===== src/rtl/rstsup_pkg.sv =====
`timescale 1ns/1ps
package rstsup_pkg;

   typedef enum logic [1:0] {
      WD_SEL_SHORT = 2'b00,
      WD_SEL_MID   = 2'b01,
      WD_SEL_LONG  = 2'b10,
      WD_SEL_MID2  = 2'b11
   } wd_sel_e;

   // Timeout length in clocks for a select code; the code 11 maps to the middle setting.
   function automatic int unsigned wd_timeout(input logic [1:0] sel,
                                              input int unsigned t_short,
                                              input int unsigned t_mid,
                                              input int unsigned t_long);
      case (wd_sel_e'(sel))
         WD_SEL_SHORT: return t_short;
         WD_SEL_LONG:  return t_long;
         default:      return t_mid;
      endcase
   endfunction

endpackage


===== src/rtl/rstsup_sync.sv =====
`timescale 1ns/1ps
module rstsup_sync #(
   parameter int unsigned STAGES  = 2,
   parameter logic        RST_VAL = 1'b0
) (
   input  logic clk_i,
   input  logic rst_ni,
   input  logic d_i,
   output logic q_o
);

   generate
      if (STAGES < 2) begin : g_bad_stages
         $error("rstsup_sync: STAGES must be at least 2");
      end
   endgenerate

   logic [STAGES-1:0] ff_q;

   generate
      for (genvar i = 0; i < STAGES; i++) begin : g_stage
         always_ff @(posedge clk_i or negedge rst_ni) begin
            if (!rst_ni) begin
               ff_q[i] <= RST_VAL;
            end else begin
               if (i == 0) ff_q[i] <= d_i;
               else        ff_q[i] <= ff_q[(i == 0) ? 0 : i-1];
            end
         end
      end
   endgenerate

   assign q_o = ff_q[STAGES-1];

endmodule


===== src/rtl/rstsup_debounce.sv =====
`timescale 1ns/1ps
module rstsup_debounce #(
   parameter int unsigned STABLE_CYC = 10000
) (
   input  logic clk_i,
   input  logic rst_ni,
   input  logic level_i,
   output logic stable_o
);

   localparam int unsigned CW = (STABLE_CYC < 2) ? 1 : $clog2(STABLE_CYC);

   generate
      if (STABLE_CYC < 2) begin : g_bad_cyc
         $error("rstsup_debounce: STABLE_CYC must be at least 2");
      end
   endgenerate

   logic [CW-1:0] cnt_q;
   logic          stable_q;
   logic          differ;

   assign differ = (level_i != stable_q);

   always_ff @(posedge clk_i or negedge rst_ni) begin
      if (!rst_ni) begin
         stable_q <= 1'b1;
         cnt_q    <= '0;
      end else if (!differ) begin
         cnt_q    <= '0;
      end else if (cnt_q == CW'(STABLE_CYC-1)) begin
         stable_q <= level_i;
         cnt_q    <= '0;
      end else begin
         cnt_q    <= cnt_q + 1'b1;
      end
   end

   assign stable_o = stable_q;

   // the filtered level moves only after a full run of mismatching samples
   p_db_full_run_r4: assert property (@(posedge clk_i) disable iff (!rst_ni)
      !$stable(stable_q) |-> $past(cnt_q) == CW'(STABLE_CYC-1));

   // the counter never runs past its limit
   p_db_no_overflow_r4: assert property (@(posedge clk_i) disable iff (!rst_ni)
      cnt_q <= CW'(STABLE_CYC-1));

endmodule


===== src/rtl/rstsup_wdog.sv =====
`timescale 1ns/1ps
module rstsup_wdog
   import rstsup_pkg::*;
#(
   parameter int unsigned T_SHORT = 62500,
   parameter int unsigned T_MID   = 250000,
   parameter int unsigned T_LONG  = 500000
) (
   input  logic       clk_i,
   input  logic       rst_ni,
   input  logic       hold_i,
   input  logic       kick_i,
   input  logic [1:0] sel_i,
   output logic       expire_o
);

   localparam int unsigned TMAX_A = (T_SHORT > T_MID) ? T_SHORT : T_MID;
   localparam int unsigned TMAX   = (TMAX_A > T_LONG) ? TMAX_A : T_LONG;
   localparam int unsigned CW     = $clog2(TMAX + 1);

   generate
      if (T_SHORT < 2 || T_MID < 2 || T_LONG < 2) begin : g_bad_timeout
         $error("rstsup_wdog: every timeout must be at least 2 clocks");
      end
   endgenerate

   logic [CW-1:0] cnt_q;
   logic [CW-1:0] limit_m1;
   logic          kick_prev_q;
   logic          kick_fall;

   assign limit_m1  = CW'(wd_timeout(sel_i, T_SHORT, T_MID, T_LONG) - 1);
   assign kick_fall = kick_prev_q & ~kick_i;
   assign expire_o  = ~hold_i & ~kick_fall & (cnt_q >= limit_m1);

   always_ff @(posedge clk_i or negedge rst_ni) begin
      if (!rst_ni) begin
         cnt_q       <= '0;
         kick_prev_q <= 1'b0;
      end else begin
         kick_prev_q <= kick_i;
         if (hold_i || kick_fall || expire_o) cnt_q <= '0;
         else                                 cnt_q <= cnt_q + 1'b1;
      end
   end

   // with the select steady, the count stays below the chosen timeout
   p_no_overflow_r6: assert property (@(posedge clk_i) disable iff (!rst_ni)
      cnt_q <= limit_m1);

   // a falling strobe edge while reset is inactive starts a fresh period
   p_kick_restart_r7: assert property (@(posedge clk_i) disable iff (!rst_ni)
      (kick_fall && !hold_i) |=> (cnt_q == '0) && !expire_o);

   // the watchdog is frozen while reset is asserted
   p_frozen_in_reset_r9: assert property (@(posedge clk_i) disable iff (!rst_ni)
      hold_i |=> cnt_q == '0);

endmodule


===== src/rtl/rstsup_top.sv =====
`timescale 1ns/1ps
module rstsup_top #(
   parameter int unsigned STRETCH_CYC  = 250000,
   parameter int unsigned DEBOUNCE_CYC = 10000,
   parameter int unsigned WD_SHORT_CYC = 62500,
   parameter int unsigned WD_MID_CYC   = 250000,
   parameter int unsigned WD_LONG_CYC  = 500000,
   parameter int unsigned SYNC_STAGES  = 2
) (
   input  logic       clk_i,
   input  logic       pwr_good_i,
   input  logic       btn_ni,
   input  logic       strobe_i,
   input  logic [1:0] wd_sel_i,
   output logic       rst_o,
   output logic       rst_no
);

   localparam int unsigned SCW = (STRETCH_CYC < 2) ? 1 : $clog2(STRETCH_CYC);

   generate
      if (STRETCH_CYC < 2) begin : g_bad_stretch
         $error("rstsup_top: STRETCH_CYC must be at least 2");
      end
   endgenerate

   logic           btn_s;
   logic           stb_s;
   logic           btn_db;
   logic           wd_expire;
   logic           rst_q;
   logic           rstn_q;
   logic [SCW-1:0] st_cnt_q;
   logic           src_active;

   rstsup_sync #(.STAGES(SYNC_STAGES), .RST_VAL(1'b1)) u_btn_sync (
      .clk_i(clk_i), .rst_ni(pwr_good_i), .d_i(btn_ni), .q_o(btn_s));

   rstsup_sync #(.STAGES(SYNC_STAGES), .RST_VAL(1'b0)) u_stb_sync (
      .clk_i(clk_i), .rst_ni(pwr_good_i), .d_i(strobe_i), .q_o(stb_s));

   rstsup_debounce #(.STABLE_CYC(DEBOUNCE_CYC)) u_btn_db (
      .clk_i(clk_i), .rst_ni(pwr_good_i), .level_i(btn_s), .stable_o(btn_db));

   rstsup_wdog #(.T_SHORT(WD_SHORT_CYC), .T_MID(WD_MID_CYC), .T_LONG(WD_LONG_CYC)) u_wdog (
      .clk_i(clk_i), .rst_ni(pwr_good_i), .hold_i(rst_q), .kick_i(stb_s),
      .sel_i(wd_sel_i), .expire_o(wd_expire));

   assign src_active = ~btn_db | wd_expire;

   always_ff @(posedge clk_i or negedge pwr_good_i) begin
      if (!pwr_good_i) begin
         rst_q    <= 1'b1;
         rstn_q   <= 1'b0;
         st_cnt_q <= '0;
      end else if (src_active) begin
         rst_q    <= 1'b1;
         rstn_q   <= 1'b0;
         st_cnt_q <= '0;
      end else if (rst_q) begin
         if (st_cnt_q == SCW'(STRETCH_CYC-1)) begin
            rst_q    <= 1'b0;
            rstn_q   <= 1'b1;
            st_cnt_q <= '0;
         end else begin
            st_cnt_q <= st_cnt_q + 1'b1;
         end
      end
   end

   assign rst_o  = rst_q;
   assign rst_no = rstn_q;

   // the two registered outputs never agree
   p_complement_r3: assert property (@(posedge clk_i) disable iff (!pwr_good_i)
      rst_o != rst_no);

   // release only at the end of a full stretch count
   p_stretch_len_r2: assert property (@(posedge clk_i) disable iff (!pwr_good_i)
      $fell(rst_q) |-> $past(st_cnt_q) == SCW'(STRETCH_CYC-1));

   // a held debounced press keeps reset asserted
   p_btn_hold_r5: assert property (@(posedge clk_i) disable iff (!pwr_good_i)
      !btn_db |=> rst_o && !rst_no);

   // a watchdog expiry asserts reset on the next edge
   p_expire_asserts_r9: assert property (@(posedge clk_i) disable iff (!pwr_good_i)
      wd_expire |=> rst_o);

endmodule


===== config.mk =====
export PLATFORM = sky130hd
export DESIGN_NAME = rstsup_top
export DESIGN_NICKNAME = d
export VERILOG_FILES = /design/src/rtl/rstsup_pkg.sv /design/src/rtl/rstsup_sync.sv /design/src/rtl/rstsup_debounce.sv /design/src/rtl/rstsup_wdog.sv /design/src/rtl/rstsup_top.sv
export SDC_FILE = /design/constraint.sdc
export NUM_CORES = 1
export LEC_CHECK = 0
export ABC_AREA = 0
export BUFFER_PORTS_ARGS = -buffer_cell sky130_fd_sc_hd__buf_2
export CORE_MARGIN = 10
export CORE_UTILIZATION = 55
export DETAILED_ROUTE_END_ITERATION = 12
export PLACE_DENSITY = 0.7
export SLEW_MARGIN = 20
export SYNTH_ARGS = -nofsm -noshare
export SYNTH_HDL_FRONTEND = slang
export SYNTH_HIERARCHICAL = 1
export SYNTH_SLANG_ARGS = --single-unit

===== constraint.sdc =====
create_clock -name clk_i -period 7 [get_ports clk_i]
set_input_delay 1.05 -clock clk_i [delete_from_list [all_inputs] [get_ports clk_i]]
set_output_delay 1.05 -clock clk_i [all_outputs]
set_load 0.05 [all_outputs]

==> metrics.csv <==
stage;metric;value;unit
setup_path;largest stage delay on the critical path;0.67;ns
floorplan;num ports;8;
pwr;sequential power share;0.498;
setup_path;WP buf/inv;2;
cells_and_area;n_diodes;0;
sta;final setup vio count;0;
sta;final-report max-slew violation count;0;
synthesis;Post-Synthesis Cells;340;
setup_path;RR Endpoint;st_cnt_q[16]$_DFFE_PN0P_;
placement;worst slack at placement;2.709;ns
global_routing;largest net degree at the start of global routing;60;
worst_hold_path;worst hold endpoint;u_stb_sync/q_o$_DFF_PN0_;
pwr;total power;0.6960;mW
floorplan;Core ar.;5956;um2
sta;fin crit share;0.5690;
setup_path;CP Capture Type;flop;
pwr;P_sw;0.1451;mW
routing;DRC Markers;0;
synthesis;share of the synthesized area in the top cell type;0.4044;
floorplan;Die ar.;9734;um2
sta;RSZ-0062 raised after global routing;false;
sta;Setup Skew;0.009310;ns
cts;insertion delay to the later sink of the worst-skew pair;0.33;ns
placement;DP Area;3505;um2
synthesis;post-synthesis cell area;3403;um2
pwr;Clk pwr share;0.474;
floorplan;row count;28;
sta;slew at the pin with the worst max-slew slack;1.010;ns
global_routing;vias in the first global route;2567;
synthesis;register bit total from synthesis;59;
setup_path;crit-path cells;buf_2 -> nor2_1 -> inv_1 -> ha_1 -> nand4_1 -> a2111oi_0 -> a21o_1 -> o31a_1 -> or3b_2 -> nand4_1 -> nor4_1 -> xnor2_1 -> nor2_1;
synthesis;Area contributors post-synth;dfrtp_1 40%, ha_1 7.4%, xnor2_1 5.7%, nor2_1 4.3%, xor2_1 4.1%;
worst_hold_path;Worst Hold Launch;u_stb_sync/ff_q[0]$_DFF_PN0_;
pwr;power per cell area;187.3;nW/um2
worst_hold_path;Cells on Worst Hold Path;0;
routing;routed vias/inst;5.926;
routing;vias;2560;
pwr;sw frac;0.2085;
setup_path;CP startpoint kind;input port;
setup_path;crit path kind;in2reg;
sta;TNS Setup;0;ns
setup_path;Req. time, crit path;7.20;ns
cells_and_area;nets;378;
setup_path;Reg2Reg Setup Slack;3.67;ns
global_routing;initial antenna violation count;0;
synthesis;fraction of registers with async set/reset;1.000;
pwr;VDD IR max;0.1628;mV
sta;WHS;0.3537;ns
sta;setup ws final;3.017;ns
synthesis;Synth Warn #;6;
setup_path;reg2reg start;u_wdog/cnt_q[10]$_DFF_PN0_;
cells_and_area;area grow syn2layout;9.154;%
sta;Slew Limit Headroom;0.3267;
global_routing;global-route wire length before repair;11700;um
routing;final wirelength;6621;um
worst_hold_path;Hold Path Class;reg2reg;
cts;Worst-path clk slew;0.07;ns
synthesis;number of synthesized flops with an enable pin;0;
global_routing;GRT Residual Overflow;0;
global_routing;Global Route Usage Sum;0.1413;
setup_path;cell family with most CP delay;compound AO/OA/AOI/OAI gates;
cts;maximum root-to-sink buffer count;2;
cts;Post-CTS Setup Bufs;0;
routing;drt first-iter violations;73;
synthesis;top_reg_cell synth;dfrtp_1;
floorplan;die span in x;98.66;um
pwr;Lkg Pwr;1.471;nW
setup_path;Slowest cell on crit path;a21o_1;
sta;FMAX;251.0;MHz
cells_and_area;fin util;0.6237;
placement;HPWL after DPL;4639;um
cts;Num CTS Buffers;9;
cts;clock root buffer;clkbuf_8;
setup_path;Crit Path Max Fanout;20;
cts;CTS resizes;0;
cells_and_area;final non-filler cell total;432;
synthesis;Seq/Total Area, Yosys;0.4353;
floorplan;die height;98.66;um
setup_path;CP arrival;4.19;ns
cells_and_area;fin area;3715;um2
job;Max-cap violations;0;
pwr;Comb power frac;0.028;
cts;htree depth;3;
sta;min Tclk post-route;3.983;ns
routing;drt wl/cell;15.33;um
run_status;outcome;finished clean;
cts;TritonCTS clock tree;yes;
synthesis;mean post-synth cell area;10.01;um2
sta;final hold violation count;0;
cts;hold_buf cts;0;
routing;DR pass1 iterations;4;
routing;Antenna Violating Nets Remaining;0;
synthesis;Cell variety after synth;58;
pwr;internal power;0.5509;mW
synthesis;post-synth top area cell;dfrtp_1;
cts;clk sink count;59;
placement;placed cells;416;
placement;I/O Buffers;7;
setup_path;R2R depth;10;
floorplan;initial core utilization;0.5714;
placement;GPL Wtd Cong;0.8833;
cells_and_area;share of layout cells above drive strength 1;0.1317;
[power groups by stage]
stage	Clock (mW)	Combinational, mW	Sequential, mW
final	0.330	0.0196	0.347
after global routing	0.351	0.0235	0.347
after CTS	0.336	0.0203	0.347
after detailed placement	0	0.0204	0.353
after global placement	0	0.0193	0.353
after floorplan	0	0.00955	0.352
[flip-flops by register name, indices dropped and copies added, names as in the netlist]
signal,count
u_stb_sync/q_o,1
u_wdog/cnt_q,19
u_stb_sync/ff_q,1
u_btn_db/stable_o,1
u_btn_sync/q_o,1
rst_o,1
u_btn_db/cnt_q,14
u_btn_sync/ff_q,1
rst_no,1
u_wdog/kick_prev_q,1
st_cnt_q,18
[kinds of logic after synthesis]
| group | Yosys count | share of synthesized area |
|---|---|---|
| AND/OR/NAND/NOR | 164 | 0.2798 |
| flip-flops | 59 | 0.4353 |
| XOR/XNOR | 38 | 0.09779 |
| AO/OA/AOI/OAI | 36 | 0.08051 |
| adder cells (fa/ha/maj) | 20 | 0.07353 |
| buffers and inverters | 19 | 0.02353 |
| other | 2 | 0.002207 |
| multiplexers | 2 | 0.007352 |
[cell usage in the layout, fill, tap and decap left out, drive strengths merged, types with 2 or more instances in the layout]
cell type | Yosys | routed
ha | 20 | 20
nand2 | 28 | 28
nand4b | 2 | 2
conb | 2 | 3
clkbuf | 6 | 12
xor2 | 16 | 16
and3 | 6 | 6
nor4b | 3 | 3
a21o | 2 | 2
o31ai | 2 | 2
nor4 | 22 | 22
and2 | 2 | 2
buf | 2 | 8
or3 | 3 | 3
or3b | 2 | 2
o21a | 2 | 2
dfrtp | 55 | 55
xnor2 | 22 | 22
and4 | 4 | 4
nor2 | 39 | 39
nand3 | 18 | 18
o21ai | 5 | 5
a2111oi | 4 | 4
or4 | 5 | 5
dfstp | 4 | 4
nand4 | 14 | 14
clkinvlp | 0 | 2
a21oi | 13 | 13
inv | 11 | 11
or4b | 2 | 2
bufinv | 0 | 2
nand3b | 2 | 2
nor3 | 8 | 8
[metal layers]
metal	global-route usage	vias to the layer above	routed length (um)
met4	0.05402	0	81
met1	0.1812	1258	3251
met5	0	-	0
met3	0.03492	10	202
met2	0.2244	32	3085
li1	-	1260	-
[how the worst max path moves through the flow]
| stage | from | to | slack, ns | depth (start not counted) |
|---|---|---|---|---|
| 2_1_floorplan | wd_sel_i[0] | st_cnt_q[5]$_DFFE_PN0P_ | 3.35 | 13 |
| 3_3_place_gp | wd_sel_i[0] | st_cnt_q[16]$_DFFE_PN0P_ | 2.85 | 13 |
| 3_5_place_dp | wd_sel_i[0] | st_cnt_q[16]$_DFFE_PN0P_ | 2.71 | 13 |
| 4_1_cts | wd_sel_i[0] | st_cnt_q[16]$_DFFE_PN0P_ | 3.06 | 13 |
| 5_1_grt | wd_sel_i[0] | st_cnt_q[15]$_DFFE_PN0P_ | 2.79 | 13 |
| 6_report | wd_sel_i[0] | st_cnt_q[16]$_DFFE_PN0P_ | 3.02 | 13 |
[cells in the mapped netlist, drive strengths merged (3+ instances only)]
library cell / count
nand3: 18
or4: 5
inv: 11
a2111oi: 4
nor4b: 3
clkbuf: 6
xnor2: 22
or3: 3
nor4: 22
nor3: 8
a21oi: 13
o21ai: 5
dfstp: 4
and3: 6
xor2: 16
nor2: 39
nand2: 28
and4: 4
ha: 20
nand4: 14
dfrtp: 55
[area by class of cell]
cell class              count  area, um2
repair buffers              8      42.54
clock inverters             4      75.07
well taps                  75      93.84
multi-input cells         263       1846
clock buffers              12      135.1
inverters                  11      41.29
flip-flops and latches     59       1481
fillers                   501       2241
Note: power is estimated with default switching activity, not from simulation.
